## src/rtl/nlsu_pkg.sv

```systemverilog
package nlsu_pkg;
  localparam int unsigned LSU_DW   = 8;
  localparam int unsigned LSU_NW   = 4;
  localparam int unsigned LSU_NREG = 16;

  typedef enum logic [1:0] {
    ST_IDLE   = 2'd0,
    ST_ACCESS = 2'd1,
    ST_DONE   = 2'd2
  } lsu_state_e;
endpackage

```

## src/rtl/nlsu_regfile.sv

```systemverilog
module nlsu_regfile #(
  parameter int unsigned NREG = 16,
  parameter int unsigned DW   = 8,
  localparam int unsigned SELW = $clog2(NREG)
) (
  input  logic                       clk,
  input  logic                       rst_n,
  input  logic                       ext_we_i,
  input  logic [SELW-1:0]            ext_sel_i,
  input  logic [DW-1:0]              ext_data_i,
  input  logic                       ld_we_i,
  input  logic [SELW-1:0]            ld_sel_i,
  input  logic [DW-1:0]              ld_data_i,
  input  logic                       pc_we_i,
  input  logic [2*DW-1:0]            pc_val_i,
  output logic [NREG-1:0][DW-1:0]    regs_o
);
  // Priority per register: counter step, then load result, then general port.
  for (genvar i = 0; i < NREG; i++) begin : g_reg
    logic [DW-1:0] r;
    logic          ld_hit;
    logic          ext_hit;
    assign ld_hit  = ld_we_i  && (ld_sel_i  == SELW'(i));
    assign ext_hit = ext_we_i && (ext_sel_i == SELW'(i));
    if (i < 2) begin : g_pc
      always_ff @(posedge clk or negedge rst_n) begin
        if (!rst_n)       r <= '0;
        else if (pc_we_i) r <= pc_val_i[i*DW +: DW];
        else if (ld_hit)  r <= ld_data_i;
        else if (ext_hit) r <= ext_data_i;
      end
    end else begin : g_gp
      always_ff @(posedge clk or negedge rst_n) begin
        if (!rst_n)       r <= '0;
        else if (ld_hit)  r <= ld_data_i;
        else if (ext_hit) r <= ext_data_i;
      end
    end
    assign regs_o[i] = r;
  end
endmodule

```

## src/rtl/nlsu_ctrl.sv

```systemverilog
module nlsu_ctrl
  import nlsu_pkg::*;
#(
  parameter int unsigned SELW = 4
) (
  input  logic            clk,
  input  logic            rst_n,
  input  logic            start_i,
  input  logic            store_i,
  input  logic [SELW-1:0] reg_sel_i,
  input  logic [SELW-1:0] ptr_sel_i,
  output logic            busy_o,
  output logic            access_o,
  output logic            done_o,
  output logic            err_o,
  output logic            store_q_o,
  output logic [SELW-1:0] reg_q_o,
  output logic [SELW-1:0] ptr_q_o
);
  lsu_state_e      state;
  logic            err_q;
  logic            store_q;
  logic [SELW-1:0] reg_q;
  logic [SELW-1:0] ptr_q;
  logic            accept;
  logic            ptr_odd;

  assign accept  = (state == ST_IDLE) && start_i;
  assign ptr_odd = ptr_sel_i[0];

  always_ff @(posedge clk or negedge rst_n) begin
    if (!rst_n) begin
      state   <= ST_IDLE;
      err_q   <= 1'b0;
      store_q <= 1'b0;
      reg_q   <= '0;
      ptr_q   <= '0;
    end else begin
      case (state)
        ST_IDLE: begin
          if (accept) begin
            store_q <= store_i;
            reg_q   <= reg_sel_i;
            ptr_q   <= ptr_sel_i;
            err_q   <= ptr_odd;
            state   <= ptr_odd ? ST_DONE : ST_ACCESS;
          end
        end
        ST_ACCESS: state <= ST_DONE;
        default: begin
          state <= ST_IDLE;
          err_q <= 1'b0;
        end
      endcase
    end
  end

  assign busy_o    = (state != ST_IDLE);
  assign access_o  = (state == ST_ACCESS);
  assign done_o    = (state == ST_DONE);
  assign err_o     = done_o && err_q;
  assign store_q_o = store_q;
  assign reg_q_o   = reg_q;
  assign ptr_q_o   = ptr_q;
endmodule

```

## src/rtl/nlsu_addr.sv

```systemverilog
module nlsu_addr #(
  parameter int unsigned DW = 8,
  parameter int unsigned NW = 4,
  localparam int unsigned AW = 2*DW
) (
  input  logic          access_i,
  input  logic          store_i,
  input  logic          ptr_is_pc_i,
  input  logic [DW-1:0] ptr_lo_i,
  input  logic [DW-1:0] ptr_hi_i,
  input  logic [DW-1:0] src_i,
  input  logic [NW-1:0] rdata_i,
  output logic [AW-1:0] addr_o,
  output logic [NW-1:0] wdata_o,
  output logic          we_o,
  output logic          pc_we_o,
  output logic [AW-1:0] pc_next_o,
  output logic          ld_we_o,
  output logic [DW-1:0] ld_data_o
);
  function automatic logic [AW-1:0] join_pair(input logic [DW-1:0] hi,
                                               input logic [DW-1:0] lo);
    return {hi, lo};
  endfunction

  function automatic logic [AW-1:0] step_pair(input logic [AW-1:0] v);
    return v + AW'(1);
  endfunction

  function automatic logic [DW-1:0] widen_nibble(input logic [NW-1:0] n);
    return {{(DW-NW){1'b0}}, n};
  endfunction

  logic [AW-1:0] pointer;
  assign pointer   = join_pair(ptr_hi_i, ptr_lo_i);

  assign addr_o    = access_i ? pointer : '0;
  assign we_o      = access_i && store_i;
  assign wdata_o   = we_o ? src_i[NW-1:0] : '0;
  assign pc_we_o   = access_i && ptr_is_pc_i;
  assign pc_next_o = step_pair(pointer);
  assign ld_we_o   = access_i && !store_i;
  assign ld_data_o = widen_nibble(rdata_i);
endmodule

```

## src/rtl/nibble_lsu.sv

```systemverilog
module nibble_lsu #(
  parameter int unsigned DW   = nlsu_pkg::LSU_DW,
  parameter int unsigned NW   = nlsu_pkg::LSU_NW,
  parameter int unsigned NREG = nlsu_pkg::LSU_NREG,
  localparam int unsigned SELW = $clog2(NREG),
  localparam int unsigned AW   = 2*DW
) (
  input  logic            clk,
  input  logic            rst_n,
  input  logic            start_i,
  input  logic            store_i,
  input  logic [SELW-1:0] reg_sel_i,
  input  logic [SELW-1:0] ptr_sel_i,
  output logic            done_o,
  output logic            err_o,
  input  logic            wr_en_i,
  input  logic [SELW-1:0] wr_sel_i,
  input  logic [DW-1:0]   wr_data_i,
  input  logic [SELW-1:0] rd_sel_i,
  output logic [DW-1:0]   rd_data_o,
  output logic [AW-1:0]   mem_addr_o,
  output logic [NW-1:0]   mem_wdata_o,
  output logic            mem_we_o,
  input  logic [NW-1:0]   mem_rdata_i
);
  logic                    busy;
  logic                    access;
  logic                    store_q;
  logic [SELW-1:0]         reg_q;
  logic [SELW-1:0]         ptr_q;
  logic [NREG-1:0][DW-1:0] regs;
  logic [SELW-1:0]         ptr_hi_sel;
  logic                    ptr_is_pc;
  logic                    pc_we;
  logic [AW-1:0]           pc_next;
  logic                    ld_we;
  logic [DW-1:0]           ld_data;

  // Named internal events for the checker.
  logic                    pc_bump;
  logic                    ld_wb;
  logic [AW-1:0]           pc_now;
  logic [DW-1:0]           dst_now;
  logic                    dst_is_pc;

  nlsu_ctrl #(.SELW(SELW)) u_ctrl (
    .clk       (clk),
    .rst_n     (rst_n),
    .start_i   (start_i),
    .store_i   (store_i),
    .reg_sel_i (reg_sel_i),
    .ptr_sel_i (ptr_sel_i),
    .busy_o    (busy),
    .access_o  (access),
    .done_o    (done_o),
    .err_o     (err_o),
    .store_q_o (store_q),
    .reg_q_o   (reg_q),
    .ptr_q_o   (ptr_q)
  );

  assign ptr_hi_sel = ptr_q | SELW'(1);
  assign ptr_is_pc  = (ptr_q == '0);

  nlsu_addr #(.DW(DW), .NW(NW)) u_addr (
    .access_i    (access),
    .store_i     (store_q),
    .ptr_is_pc_i (ptr_is_pc),
    .ptr_lo_i    (regs[ptr_q]),
    .ptr_hi_i    (regs[ptr_hi_sel]),
    .src_i       (regs[reg_q]),
    .rdata_i     (mem_rdata_i),
    .addr_o      (mem_addr_o),
    .wdata_o     (mem_wdata_o),
    .we_o        (mem_we_o),
    .pc_we_o     (pc_we),
    .pc_next_o   (pc_next),
    .ld_we_o     (ld_we),
    .ld_data_o   (ld_data)
  );

  nlsu_regfile #(.NREG(NREG), .DW(DW)) u_rf (
    .clk        (clk),
    .rst_n      (rst_n),
    .ext_we_i   (wr_en_i),
    .ext_sel_i  (wr_sel_i),
    .ext_data_i (wr_data_i),
    .ld_we_i    (ld_we),
    .ld_sel_i   (reg_q),
    .ld_data_i  (ld_data),
    .pc_we_i    (pc_we),
    .pc_val_i   (pc_next),
    .regs_o     (regs)
  );

  assign rd_data_o = regs[rd_sel_i];

  assign pc_bump   = pc_we;
  assign ld_wb     = ld_we;
  assign pc_now    = {regs[1], regs[0]};
  assign dst_now   = regs[reg_q];
  assign dst_is_pc = (reg_q[SELW-1:1] == '0);
endmodule

```

## config.mk

```make
export PLATFORM = sky130hd
export DESIGN_NAME = nibble_lsu
export DESIGN_NICKNAME = d
export VERILOG_FILES = /design/src/rtl/nlsu_pkg.sv /design/src/rtl/nlsu_regfile.sv /design/src/rtl/nlsu_ctrl.sv /design/src/rtl/nlsu_addr.sv /design/src/rtl/nibble_lsu.sv
export SDC_FILE = /design/constraint.sdc
export NUM_CORES = 1
export LEC_CHECK = 0
export BUFFER_PORTS_ARGS = -buffer_cell sky130_fd_sc_hd__buf_2
export CAP_MARGIN = 10
export CORE_MARGIN = 3
export CORE_UTILIZATION = 30
export CTS_CLUSTER_SIZE = 28
export DETAILED_ROUTE_END_ITERATION = 8
export REMOVE_ABC_BUFFERS = 1
export SLEW_MARGIN = 30
export SYNTH_ARGS = -nofsm -noshare
export SYNTH_HDL_FRONTEND = slang
export SYNTH_SLANG_ARGS = --single-unit
```

## constraint.sdc

```tcl
create_clock -name clk -period 2.8 [get_ports clk]
set_input_delay 0.14 -clock clk [delete_from_list [all_inputs] [get_ports clk]]
set_output_delay 0.14 -clock clk [all_outputs]
set_load 0.1 [all_outputs]
```

Word-level counts from Yosys, hierarchy flattened --
Cells that the tools add are included.
Word-level totals: input bits 33, output and inout port bits 31, register bits after elaboration 140, logic and storage cells 169
Cells by class: add/sub/neg operators 1, reduce and logical (&&, ||, !) cells 60, equal/unequal tests 33, order comparisons 4, multiplexer cells 49, bitwise gates (word level) 1
Operators by type and width (count):
- two-way mux 8 bit | 37
- binary-select mux 8 bit (select 4 bit) | 3
- == test 4 bit (second input constant) | 16
- logical AND 1 bit | 37
- == test 4 x 3 -> 1 bit (second input constant) | 8
- nonzero test 2 bit | 14
- binary-select mux 8 bit (select 3 bit) | 1
- < comparator 4 x 5 -> 1 bit (second input constant) | 4
- adder 16 x 1 -> 16 bit (second input constant) | 1
- == test 4 x 2 -> 1 bit (second input constant) | 4
- two-way mux 16 bit | 1
- zero test 4 bit | 3
- == test 4 x 1 -> 1 bit (second input constant) | 2
- two-way mux 4 bit | 2
- nonzero test 3 bit | 2
- two-way mux 2 bit | 2
- one-hot mux 2 bit (2 select lines) | 1
- AND reduction 2 bit | 2
- == test 2 x 1 -> 1 bit (second input constant) | 1
- == test 2 bit (second input constant) | 1
- zero test 2 bit | 1
- != test 2 x 1 -> 1 bit (second input constant) | 1
- one-hot mux 1 bit (2 select lines) | 1
- zero test 1 bit | 1
- other kinds (2) | 2

Longest topological paths before layout --
depth after elaboration 5, gate-level depth with buffers 11, depth with buffers taken out 8

Hierarchy --
Synthesis repeated with hierarchy kept, for this count alone.
Second synthesis, totals: cell total of the unflattened synthesis 1134, area, all modules 10869.2 um2
By module, submodules not included:
- nlsu_regfile | area an instance 6827.8 um2, seq. area each 3203.1 um2, cells an instance 794, times used 1
- nibble_lsu | area an instance 3041.7 um2, seq. area each 0.0 um2, cells an instance 230, times used 1
- nlsu_addr | area an instance 514.2 um2, seq. area each 0.0 um2, cells an instance 77, times used 1
- nlsu_ctrl | area an instance 485.5 um2, seq. area each 300.3 um2, cells an instance 33, times used 1

Worst setup path after synthesis --
Ideal clock, no wire load.
kind reg2out, start register u_ctrl.ptr_q[2] (netlist: u_ctrl.ptr_q_o[2]), end output port mem_addr_o[7], slack -156 ps, stages on the path, launching flop included 7, required time 2660 ps, arrival time 2816 ps, path buffers 3, cell sequence dfrtp_1 > buf_6 > buf_12 > buf_6 > mux4_2 > nand3_1 > a31oi_1
Between the ends: longest elaborated chain between the ends 3
RTL lines:
- start, declared | line nlsu_ctrl.sv:24 | logic [SELW-1:0] ptr_q;
- start signal, assigned | line nlsu_ctrl.sv:44 | ptr_q <= ptr_sel_i;
- binary-select mux 8 bit (select 4 bit) | line nibble_lsu.sv:69 | .ptr_lo_i (regs[ptr_q]),
- two-way mux 8 bit (implied by the code) | line nibble_lsu.sv:69
- two-way mux 16 bit | line nlsu_addr.sv:37 | assign addr_o = access_i ? pointer : '0;
- end, declared | line nibble_lsu.sv:21 | output logic [AW-1:0] mem_addr_o,
Every way passes these cells. The select of a mux whose other input is x is not followed.

Worst setup path after layout --
start register u_ctrl.ptr_q[2] (netlist: u_ctrl.ptr_q_o[2]), end output port mem_addr_o[5]
Same word-level chain as after synthesis.

==> reports/results.ini <==
[outcome]
status = finished clean

[yosys]
synth.yosys.seq_area_share = 0.366
synthDistinctLibCells = 48
ys_top_cells_by_area = dfrtp_1, mux4_2, mux2i_1
mappedNetlistArea_um2 = 9560
yosys_warnings = 0
synth-main-ff-cell = dfrtp_1
synth-seq-cells = 140
synthArstFlopShare = 1.00
syn_inst = 831
syn_avg_cell_area_um2 = 11.5
synth_area_leader_cell = dfrtp_1
synth.top_cells.by_count = dfrtp_1, mux2i_1, nor2_1
yosysMostFrequentCell = dfrtp_1
synth_edf_count = 0
synth_top_area_frac = 0.366

[clock_tree]
htreeDepth = 4
clock_sinks = 140
clock_latency_ps = 430
numCtsBuffers = 17
clock_path_buffers = 2
clk_pin_slew_worst_paths_ps = 60
root_buffer = clkbuf_16
cts_tree = built
cts_resized = 0

[floorplanning]
ios = 64
dieWidth_um = 185
die_h_um = 185
initial_core_util = 0.309
fp.coreArea_um2 = 31000
die-area_um2 = 34100
rows = 64

[drt]
firstDrtPassIters = 5
vias = 7343
drcViolationCount = 0
wirelength_um = 29800
ant_nets = 0
drtIter0Drc = 777
detail_route.wl_per_cell_um = 22.8
viasPerCell = 5.61

[sta]
hold_violations = 0
min_period_ps = 2720
rsz0062_at_grt = no
post-route-period-util = 0.972
holdWs_ps = 42.1
timing.final.setup_violations = 0
max_slew_margin = 0.386
worstMarginPinSlew_ps = 918
fin_skew_ps = 9.31
max_freq_ghz = 0.367
slew_violations = 0

[grt]
grt_pass1_vias = 7240
grt-ovfl-total = 0
grt_pass1_wl_um = 45900
grt_max_degree = 64
track_usage = 0.178
antenna_found_initial = 1

[cells_and_area]
regArea_um2 = 3510
nFillCells = 2947
area_growth_pct = 17.3
drive_above_1_share = 0.282
multiInputGateArea_um2 = 5710
finalCoreUtilization = 0.362
num-nets-final = 933
fin_area_um2 = 11200

[placed_design]
dp_hpwl_um = 22600
portBuffers = 63
placed_cell_area_um2 = 10500
gp_congestion = 0.879

[pwr]
powerDensity_nw_per_um2 = 906
ir_drop_v = 0.000448
power_leakage_nw = 4.68

[worst_hold_path]
hold_path.class = primary input to flip-flop
hold_depth = 3
whs_endpoint = u_ctrl.state[0]
min-delay-start = start_i

[setup_path]
r2r_slack_ps = 280
cp.arrival_ps = 2580
reg2reg_depth = 9
timing.rr.start = u_ctrl.ptr_q_o[2]
crit_chain = buf_12, mux4_1, a22o_1, nor2_2, nor2_1, buf_2
end_kind = primary output
crit_family = multiplexers
setup.worst_path.class = flip-flop to primary output
slowest_delay_ps = 620
crit_fanout = 29
critical_path_buf_inv_count = 2
worst_ep_required_time_ps = 2660
rr_endpoint = u_rf.g_reg[1].r[1]
startpoint_type = flip-flop
crit_path_top_delay_cell = mux4_1

[run]
maxCapViolCount = 0

[metrics by stage]
stage	setup TNS (ps)	power [mW]	worst slack, ps	instances
after floorplan	-21710	6.41	-1100	759
after global placement	0	7.66	310	1264
after detailed placement	0	7.73	294	1264
after CTS	0	10.1	55.4	1306
after global routing	0	10.6	9.05	1308
final	0	10.2	78.8	1309
[kinds of logic after synthesis]
| logic type | count (synthesis) | share of synthesized area |
|---|---|---|
| XOR/XNOR | 14 | 0.0128 |
| AO/OA/AOI/OAI | 96 | 0.0573 |
| adder cells (fa/ha/maj) | 1 | 0.00131 |
| AND/OR/NAND/NOR | 254 | 0.118 |
| flip-flops | 140 | 0.366 |
| buffers and inverters | 74 | 0.0372 |
| multiplexers | 252 | 0.407 |
[power by group]
part,leakage (nW),switching [mW],internal [mW],total [mW]
sequential,1.70,0.904,2.70,3.61
combinational,2.69,2.16,2.07,4.23
clock,0.288,0.977,1.35,2.33
total,4.68,4.04,6.12,10.2
[sequential cells by signal (all words and copies together), names as in the netlist]
| register | flops |
|---|---|
| u_rf.g.r | 128 |
| u_ctrl.ptr_q_o | 4 |
| u_ctrl.reg_q_o | 4 |
| u_ctrl.state | 2 |
| u_ctrl.err_q | 1 |
| u_ctrl.store_q_o | 1 |
[worst max path at each step]
stage	cells past startpoint	end	from
5_1_grt	6	mem_addr_o[5]	u_ctrl.ptr_q_o[2]
2_1_floorplan	3	mem_addr_o[7]	u_ctrl.ptr_q_o[2]
3_5_place_dp	9	u_rf.g_reg[1].r[1]	u_ctrl.ptr_q_o[1]
4_1_cts	6	mem_addr_o[3]	u_ctrl.ptr_q_o[1]
3_3_place_gp	9	u_rf.g_reg[0].r[7]	u_ctrl.ptr_q_o[1]
6_report	6	mem_addr_o[5]	u_ctrl.ptr_q_o[2]
[worst reg2reg max path: stages, from the launching register on]
cell and delay [ps]:
dfrtp_2 410, buf_12 220, mux4_1 650, a22o_1 270, nor2_2 210, nor4bb_1 90
buf_4 180, and3b_1 170, xor2_1 130, o21ai_1 120
[cell type report]
| cell class | instances | share of cell area |
|---|---|---|
| Clock buffer | 18 | 0.0392 |
| Inverter | 2 | 0.000669 |
| Tap cell | 396 | 0.0442 |
| Clock inverter | 14 | 0.0142 |
| Multi-Input combinational cell | 617 | 0.509 |
| Timing Repair Buffer | 121 | 0.0800 |
| Sequential cell | 140 | 0.313 |
| Antenna cell | 1 | 0.000223 |
[repair_timing]
item                                    in CTS  in global routing
buffers inserted                             0                  2
hold buffers                                10                  0
endpoints found under the setup margin       0                  2
endpoints found under the hold margin       71                  0
[layout by cell type (no fill, tap or decap), types with 10 or more instances in the layout]
cell type      Yosys  layout
nor2b_1           11      11
clkbuf_16          0      17
buf_2              6      61
nand3_1           12      12
o21ai_0           64      64
dfrtp_1          140     138
dlygate4sd3_1      0      10
xnor2_1           10      10
buf_4              8      40
nor2_1           101     100
mux2i_1          137     137
nand2_1           88      88
mux4_2            96      96
[metal layers]
metal / GRT usage / vias up / routed length, µm
li1: - / 3250 / -
met1: 0.245 / 3721 / 12700
met2: 0.290 / 331 / 14400
met3: 0.0318 / 39 / 2130
met4: 0.0505 / 2 / 522
met5: 0 / - / 7
No activity file was read; power rests on OpenSTA's default activity.
